File: src/rtl/intc_pkg.sv
package intc_pkg;
  localparam int ADDR_W = 12;
  localparam int DATA_W = 32;

  localparam logic [ADDR_W-1:0] OFF_GLOB      = 12'h010;
  localparam logic [ADDR_W-1:0] OFF_STAT_IDX  = 12'h024;
  localparam logic [ADDR_W-1:0] OFF_EN_SET    = 12'h028;
  localparam logic [ADDR_W-1:0] OFF_EN_CLR    = 12'h02C;
  localparam logic [ADDR_W-1:0] OFF_STAT_MASK = 12'h280;
  localparam logic [ADDR_W-1:0] OFF_EN_VIEW   = 12'h300;
  localparam logic [ADDR_W-1:0] OFF_EN_MASK   = 12'h380;
  localparam logic [ADDR_W-1:0] OFF_POL       = 12'hD00;
  localparam logic [ADDR_W-1:0] OFF_TYPE      = 12'hD80;

  // word-aligned address of word w inside a region starting at base
  function automatic logic [ADDR_W-3:0] word_of(input logic [ADDR_W-1:0] base, input int w);
    return base[ADDR_W-1:2] + (ADDR_W-2)'(w);
  endfunction
endpackage

File: src/rtl/intc_sense_cell.sv
module intc_sense_cell (
  input  logic clk,
  input  logic rst_n,
  input  logic raw_i,
  input  logic pol_i,
  input  logic edge_i,
  input  logic clr_i,
  output logic stat_o
);
  logic act, act_q, hit, stat_q;

  // polarity folds falling/low onto rising/high
  assign act = pol_i ? raw_i : ~raw_i;
  assign hit = act & ~act_q;

  always_ff @(posedge clk or negedge rst_n) begin
    if (!rst_n) begin
      act_q  <= 1'b0;
      stat_q <= 1'b0;
    end else begin
      act_q <= act;
      if (edge_i) stat_q <= hit | (stat_q & ~clr_i);
      else        stat_q <= act;
    end
  end

  assign stat_o = stat_q;

  a_r6_level_tracks: assert property (@(posedge clk) disable iff (!rst_n)
    !edge_i |=> (stat_o == $past(pol_i ? raw_i : ~raw_i)));
  a_r7_edge_sticky: assert property (@(posedge clk) disable iff (!rst_n)
    (edge_i && stat_o && !clr_i) |=> stat_o);
  a_r4_edge_clear: assert property (@(posedge clk) disable iff (!rst_n)
    (edge_i && clr_i && !hit) |=> !stat_o);
  a_r8_edge_wins: assert property (@(posedge clk) disable iff (!rst_n)
    (edge_i && clr_i && hit) |=> stat_o);
endmodule

File: src/rtl/intc_regs.sv
module intc_regs
  import intc_pkg::*;
#(
  parameter int NUM_SRC = 40
) (
  input  logic               clk,
  input  logic               rst_n,
  input  logic               we_i,
  input  logic [ADDR_W-1:0]  addr_i,
  input  logic [DATA_W-1:0]  wdata_i,
  output logic [DATA_W-1:0]  rdata_o,
  output logic [NUM_SRC-1:0] en_o,
  output logic [NUM_SRC-1:0] pol_o,
  output logic [NUM_SRC-1:0] type_o,
  output logic [NUM_SRC-1:0] stat_clr_o,
  output logic               glob_o
);
  localparam int WORDS = (NUM_SRC + 31) / 32;
  localparam int PADW  = WORDS * 32;

  logic [NUM_SRC-1:0] en_q, pol_q, type_q;
  logic               glob_q;
  logic               aligned;
  logic [ADDR_W-3:0]  wa;
  logic [PADW-1:0]    en_pad, pol_pad, type_pad;
  logic               idx_ok;

  assign aligned = (addr_i[1:0] == 2'b00);
  assign wa      = addr_i[ADDR_W-1:2];
  assign idx_ok  = (wdata_i < DATA_W'(NUM_SRC));

  function automatic logic hit_at(input logic [ADDR_W-1:0] base, input int w);
    return aligned && (wa == word_of(base, w));
  endfunction

  always_ff @(posedge clk or negedge rst_n) begin
    if (!rst_n) begin
      en_q   <= '0;
      pol_q  <= '1;
      type_q <= '0;
      glob_q <= 1'b0;
    end else if (we_i) begin
      if (hit_at(OFF_GLOB, 0)) glob_q <= wdata_i[0];
      for (int i = 0; i < NUM_SRC; i++) begin
        if (hit_at(OFF_EN_SET, 0) && wdata_i == DATA_W'(i))
          en_q[i] <= 1'b1;
        else if ((hit_at(OFF_EN_CLR, 0) && wdata_i == DATA_W'(i)) ||
                 (hit_at(OFF_EN_MASK, i / 32) && wdata_i[i % 32]))
          en_q[i] <= 1'b0;
        if (hit_at(OFF_POL, i / 32))  pol_q[i]  <= wdata_i[i % 32];
        if (hit_at(OFF_TYPE, i / 32)) type_q[i] <= wdata_i[i % 32];
      end
    end
  end

  always_comb begin
    stat_clr_o = '0;
    for (int i = 0; i < NUM_SRC; i++)
      stat_clr_o[i] = we_i &&
        ((hit_at(OFF_STAT_IDX, 0) && wdata_i == DATA_W'(i)) ||
         (hit_at(OFF_STAT_MASK, i / 32) && wdata_i[i % 32]));
  end

  assign en_pad   = PADW'(en_q);
  assign pol_pad  = PADW'(pol_q);
  assign type_pad = PADW'(type_q);

  always_comb begin
    rdata_o = '0;
    if (hit_at(OFF_GLOB, 0)) rdata_o[0] = glob_q;
    for (int w = 0; w < WORDS; w++) begin
      if (hit_at(OFF_EN_VIEW, w)) rdata_o = en_pad[w*32 +: 32];
      if (hit_at(OFF_POL, w))     rdata_o = pol_pad[w*32 +: 32];
      if (hit_at(OFF_TYPE, w))    rdata_o = type_pad[w*32 +: 32];
    end
  end

  assign en_o   = en_q;
  assign pol_o  = pol_q;
  assign type_o = type_q;
  assign glob_o = glob_q;

  a_r2_oob_index: assert property (@(posedge clk) disable iff (!rst_n)
    (we_i && aligned && (wa == OFF_EN_SET[ADDR_W-1:2] || wa == OFF_EN_CLR[ADDR_W-1:2]) && !idx_ok)
      |=> $stable(en_o));
endmodule

File: src/rtl/intc_status_enable.sv
module intc_status_enable
  import intc_pkg::*;
#(
  parameter int NUM_SRC = 40
) (
  input  logic               clk,
  input  logic               rst_n,
  input  logic               bus_we_i,
  input  logic [ADDR_W-1:0]  bus_addr_i,
  input  logic [DATA_W-1:0]  bus_wdata_i,
  output logic [DATA_W-1:0]  bus_rdata_o,
  input  logic [NUM_SRC-1:0] src_i,
  output logic [NUM_SRC-1:0] pend_o,
  output logic               glob_en_o
);
  logic [NUM_SRC-1:0] en, pol, typ, clr, stat;
  logic               glob;

  intc_regs #(.NUM_SRC(NUM_SRC)) u_regs (
    .clk        (clk),
    .rst_n      (rst_n),
    .we_i       (bus_we_i),
    .addr_i     (bus_addr_i),
    .wdata_i    (bus_wdata_i),
    .rdata_o    (bus_rdata_o),
    .en_o       (en),
    .pol_o      (pol),
    .type_o     (typ),
    .stat_clr_o (clr),
    .glob_o     (glob)
  );

  for (genvar g = 0; g < NUM_SRC; g++) begin : g_src
    intc_sense_cell u_cell (
      .clk    (clk),
      .rst_n  (rst_n),
      .raw_i  (src_i[g]),
      .pol_i  (pol[g]),
      .edge_i (typ[g]),
      .clr_i  (clr[g]),
      .stat_o (stat[g])
    );
  end

  assign pend_o    = glob ? (stat & en) : '0;
  assign glob_en_o = glob;

  a_r9_global_gate: assert property (@(posedge clk) disable iff (!rst_n)
    !glob_en_o |-> (pend_o == '0));
  a_r9_enable_gate: assert property (@(posedge clk) disable iff (!rst_n)
    ((pend_o & ~en) == '0));
  a_r1_reset_quiet: assert property (@(posedge clk)
    !rst_n |-> (pend_o == '0 && !glob_en_o));
endmodule

File: config.mk
export PLATFORM = sky130hd
export DESIGN_NAME = intc_status_enable
export DESIGN_NICKNAME = d
export VERILOG_FILES = /design/src/rtl/intc_pkg.sv /design/src/rtl/intc_sense_cell.sv /design/src/rtl/intc_regs.sv /design/src/rtl/intc_status_enable.sv
export SDC_FILE = /design/constraint.sdc
export NUM_CORES = 1
export LEC_CHECK = 0
export BUFFER_PORTS_ARGS = -buffer_cell sky130_fd_sc_hd__buf_2
export CORE_AREA = 4 4 160 162
export CTS_BUF_LIST = sky130_fd_sc_hd__clkbuf_2 sky130_fd_sc_hd__clkbuf_4 sky130_fd_sc_hd__clkbuf_8
export CTS_CLUSTER_SIZE = 16
export DETAILED_ROUTE_END_ITERATION = 8
export DIE_AREA = 0 0 164 166
export PLACE_DENSITY = 0.72
export SYNTH_ARGS = -nofsm -noshare
export SYNTH_HDL_FRONTEND = slang
export SYNTH_SLANG_ARGS = --single-unit
File: constraint.sdc
create_clock -name clk -period 2.6 [get_ports clk]
set_clock_uncertainty 0.2 [all_clocks]
set_input_delay 0.52 -clock clk [delete_from_list [all_inputs] [get_ports clk]]
set_output_delay 0.52 -clock clk [all_outputs]
set_load 0.01 [all_outputs]
* Word level (Yosys, flattened, before mapping)
Index checks and enable logic that the tools add are counted.
** Operators by class
- Mux-type cells :: 168
- Bitwise gates (word level) :: 241
- Reduce and logical (&&, ||, !) cells :: 421
- Equal/unequal tests :: 53
** Operator list (count)
- 32-bit by 5-bit == test with 1-bit output, second input constant :: 16
- 32-bit by 4-bit == test with 1-bit output, second input constant :: 8
- 32-bit by 6-bit == test with 1-bit output, second input constant :: 8
- 1-bit logical AND :: 254
- 32-bit 2-to-1 mux :: 6
- 1-bit 2-to-1 mux :: 161
- 32-bit by 3-bit == test with 1-bit output, second input constant :: 4
- 1-bit NOT :: 120
- 2-bit AND reduction :: 45
- 1-bit bitwise AND :: 80
- 1-bit logical OR :: 80
- 2-bit nonzero test :: 40
- 32-bit by 2-bit == test with 1-bit output, second input constant :: 2
- 10-bit by 8-bit == test with 1-bit output, second input constant :: 6
- 40-bit bitwise AND :: 1
- 10-bit == test, second input constant :: 4
- 40-bit 2-to-1 mux :: 1
- 1-bit bitwise OR :: 40
- 32-bit by 1-bit == test with 1-bit output, second input constant :: 1
- 32-bit logical NOT :: 1
- 10-bit by 4-bit == test with 1-bit output, second input constant :: 3
- 10-bit by 3-bit == test with 1-bit output, second input constant :: 1
- 2-bit logical NOT :: 1
** Storage, ports and cells
- Bits of input ports :: 87
- Word-level logic and storage cells :: 1008
- Flip-flop bits (word level) :: 201

* Logic depth before layout (Yosys ltp)
- Depth after elaboration :: 9
- Gate-level depth with buffers :: 8
- Mapped depth without buffers :: 5

* Modules after synthesis
From an unflattened synthesis, not the netlist that was laid out.
** Second synthesis, totals
- Cell total of the unflattened synthesis :: 1075
- Area total of the unflattened synthesis :: 10826.6 um^2
** Modules (own cells, without submodules)
- intc_regs :: seq. area each 3078.0 um^2, cells each 791, area an instance 7493.4 um^2, instances 1
- intc_sense_cell :: seq. area each 50.0 um^2, cells each 6, area an instance 76.3 um^2, instances 40
- intc_status_enable :: seq. area each 0.0 um^2, cells each 44, area an instance 280.3 um^2, instances 1

* Worst setup path after synthesis
Ideal clock, no wire load.
- Path kind :: input to output
- Start point :: input bus_addr_i[5]
- End point :: output bus_rdata_o[6]
- Stages on the path :: 6
- Slack :: -0.413 ns
- Arrival :: 2.293 ns
- Buffers on the path :: 2
- Cell sequence :: or4_1 > buf_2 > nor4_2 > buf_2 > a221oi_1 > o31ai_1
** On the way
- Longest elaborated chain between the ends :: 8
** Ends and longest elaborated chain
- start, declared :: RTL line intc_status_enable.sv:9 : input logic [ADDR_W-1:0] bus_addr_i,
- 10-bit by 8-bit == test with 1-bit output :: RTL line intc_regs.sv:33 : return aligned && (wa == word_of(base, w));
- 1-bit logical AND :: RTL line intc_regs.sv:33
- 32-bit 2-to-1 mux :: RTL line intc_regs.sv:72 : if (hit_at(OFF_EN_VIEW, w)) rdata_o = en_pad[w*32 +: 32];
- 32-bit 2-to-1 mux :: RTL line intc_regs.sv:73 : if (hit_at(OFF_POL, w)) rdata_o = pol_pad[w*32 +: 32];
- 32-bit 2-to-1 mux :: RTL line intc_regs.sv:74 : if (hit_at(OFF_TYPE, w)) rdata_o = type_pad[w*32 +: 32];
- 32-bit 2-to-1 mux :: RTL line intc_regs.sv:72
- 32-bit 2-to-1 mux :: RTL line intc_regs.sv:73
- 32-bit 2-to-1 mux * :: RTL line intc_regs.sv:74
- end, declared :: RTL line intc_status_enable.sv:11 : output logic [DATA_W-1:0] bus_rdata_o,
Every way passes the cells marked *; elsewhere a longest branch is shown, timed or not.

* Final worst setup path
- Start point :: input bus_addr_i[5]
- End point :: output bus_rdata_o[7]
Same word-level chain as after synthesis.

==> run metrics <==
P per Cell Area=roughly 470 mW/mm2; Worst-Margin Slew=around 590 ps; sequential share of the synthesized area=0.4706; mapped cell area=around 0.011 mm2; static leakage=around 6.8 nW; Hold Crit Class=in2reg; DRT Pass-1 Iters=7; count leader, synth=nand2_1; Switching Share=0.2430; worst rel slew slack=0.6040; Yosys Warn Count=0; DR vias=between 10000 and 15000; CTS H-tree depth=2; DRT Wirelength=37.88 mm; Critical Path AT=between 2000 and 2500 ps; Pwr Total=approximately 0.007 W; Ports=160; die area=between 0.02 and 0.03 mm2; Final min period=between 3000 and 4000 ps; initial antenna violation count=2; final setup margin=-485.7 ps; DP HPWL=26.61 mm; post-synth top area share=0.3732; Avg WL per Cell=roughly 21 um; max-cap viol count=0; Finish-stage setup viols=32; row count=57; Top Family by Delay on Critical Path=simple AND/OR/NAND/NOR gates; clock slew seen by the registers of the worst setup and hold paths=around 60 ps; fraction of registers with async set/reset=1.000; RSZ-0062 raised after global routing=true; first-pass GRT wire length=about 58 mm; ranking of synthesized cells by area=dfrtp_1, dfstp_2, nand2_1; fraction of layout cells with a size suffix above 1=0.3743; area leader, netlist=dfrtp_1; maximum clock frequency=324.1 MHz; clk sink count=between 200 and 250; vias in the first global route=10500; Total GRT Usage=0.2676; 1st-iter DRT viols=1022; Int Pwr=approximately 0.0052 W; #FFs+latches synth=around 200; nets=between 1500 and 2000; Worst path max stage delay=approximately 550 ps; synthesized area per cell=9.743 um2; Startpoint Class=input port; CTS tree=built; port bufs=roughly 160; R2R depth=2; synth cell count leaders=nand2_1, dfrtp_1, a21oi_1; max-slew violations=0; dpl cells=approximately 1700; width of the die=between 150 and 200 um; number of CTS-inserted buffers=35; Final Cycle Share=1.187; Layout area overhead=35.23%; Worst Hold Path Cells=2; Clk network pwr share=0.446; Remaining Overflow, GRT=0; DRT antenna net count=0; Finished Core Util=0.6056; worst vdd ir=295.4 uV; worst path cell trace=buf_6, or4_4, nor4_4, nand2_1, a221o_1, a22oi_2, buf_2; largest net degree at the start of global routing=64; CP max stage cell=or4_4; NetSw=0.001670 W; syn nets=around 1200; GP Congestion=between 0.9 and 1; Netlist cell types=63; Seq pwr share=0.472; CP endpoint kind=primary output; critical path required time=1880 ps; Comb power frac=0.082; Top FF cell, synth=dfrtp_1; Critical Path Fanout Max=3; Hold Fails Final Rpt=0; outcome=finished, violations left; cells after synthesis=roughly 1100; routed vias/inst=5.879; critical path class=in2out; Vert. Die Dim=approximately 170 um; Core Region=between 0.02 and 0.025 mm2; Worst Path Buf+Inv=2; Finished Layout Cells=between 1500 and 2000; Max clock buf depth=3; WP depth=7; DRC violations left=0; Post-synth EDFFs=0; Starting Density=0.4478; latest clock arrival within the worst-skew pair=roughly 520 ps; failing checks=setup timing; dpl ws=-595.6 ps; Root Driver=clkbuf_8
## per-layer routing
metal,GRT usage,share of wire,vias up,wire length (um)
met3,0.04468,0.084,88,3164
met5,0,0.00037,-,14
li1,-,-,4735,-
met1,0.3760,0.42,5148,15880
met2,0.4248,0.47,498,17620
met4,0.08388,0.032,2,1204
## placed cells by master, fill, tap and decap left out, types with 40 or more instances in the layout
cell type,n
buf_2,150
dfrtp_1,161
a21oi_1,59
xnor2_1,40
inv_1,53
dfstp_2,40
and3_1,41
buf_4,150
clkbuf_8,46
mux2_2,53
nand2_1,176
o21ai_0,45
## logic make-up (layout without fill, tap and decap cells)
| kind of cell | after synthesis | after routing | share of synthesized area |
|---|---|---|---|
| and+or+nand+nor | 400 | 400 | 0.2041 |
| AOI/OAI and AO/OA | 247 | 247 | 0.1526 |
| DFF | 201 | 201 | 0.4706 |
| buffers and inverters | 132 | 480 | 0.04868 |
| muxes | 88 | 88 | 0.09156 |
| xor gates and xnor gates | 40 | 40 | 0.03245 |
| other | 0 | 1 | 0 |
## sequential cells by signal, indices dropped and copies added (netlist names)
signal and flops:
u_regs.en_o 40, u_regs.glob_o 1, u_regs.type_o 40, g_src.u_cell.stat_o 40, u_regs.pol_o 40, g_src.u_cell.act_q 40
## power groups by stage
stage               clock [W]  sequential [W]  combinational, W
finish                0.00307         0.00324          0.000562
global route          0.00327         0.00325          0.000609
CTS                   0.00311         0.00324          0.000554
detailed placement          0         0.00329          0.000511
global placement            0         0.00329          0.000504
floorplan                   0         0.00328          0.000190
## through the flow
step                      hold WS, ps  cell area [um2]  TNS [ps]
after CTS                       1.218            14420    -11240
after global routing            10.21            14600    -14760
after detailed placement        299.9            13200    -74450
after floorplan                 24.41            10930     -2684
after global placement          296.1            13200    -67910
final                           15.76            14600    -13450
## worst paths after layout
check | start | end | slack [ps]
setup / recovery | bus_addr_i[5] | bus_rdata_o[7] | -490
hold / removal | src_i[29] | g_src[29].u_cell.act_q | 20
setup reg to reg | u_regs.glob_o | u_regs.glob_o | 1300
hold reg to reg | g_src[26].u_cell.act_q | g_src[26].u_cell.stat_o | 300
max in group asynchronous | rst_n | u_regs.pol_o[38] | 1060
min in group asynchronous | rst_n | g_src[7].u_cell.stat_o | 380
## layout make-up
cell class	count	area, um2
Timing Repair Buffer	363	2733
Clock inverter	5	31.28
Clock buffer	59	724.4
Fill cell	2026	9507
Antenna cell	1	2.502
Sequential cell	201	5080
Tap cell	324	405.4
Inverter	53	198.9
Multi-Input combinational cell	775	5424
## what timing repair did
item | in CTS | in global routing
hold endpoints to repair | 74 | 0
buffers inserted | 5 | 4
setup endpoints to repair | 62 | 34
hold buffers | 28 | 0
gates resized for setup | 25 | 20
gates cloned | 1 | 3
pin swaps | 8 | 23
(Power assumes the default switching activity.)
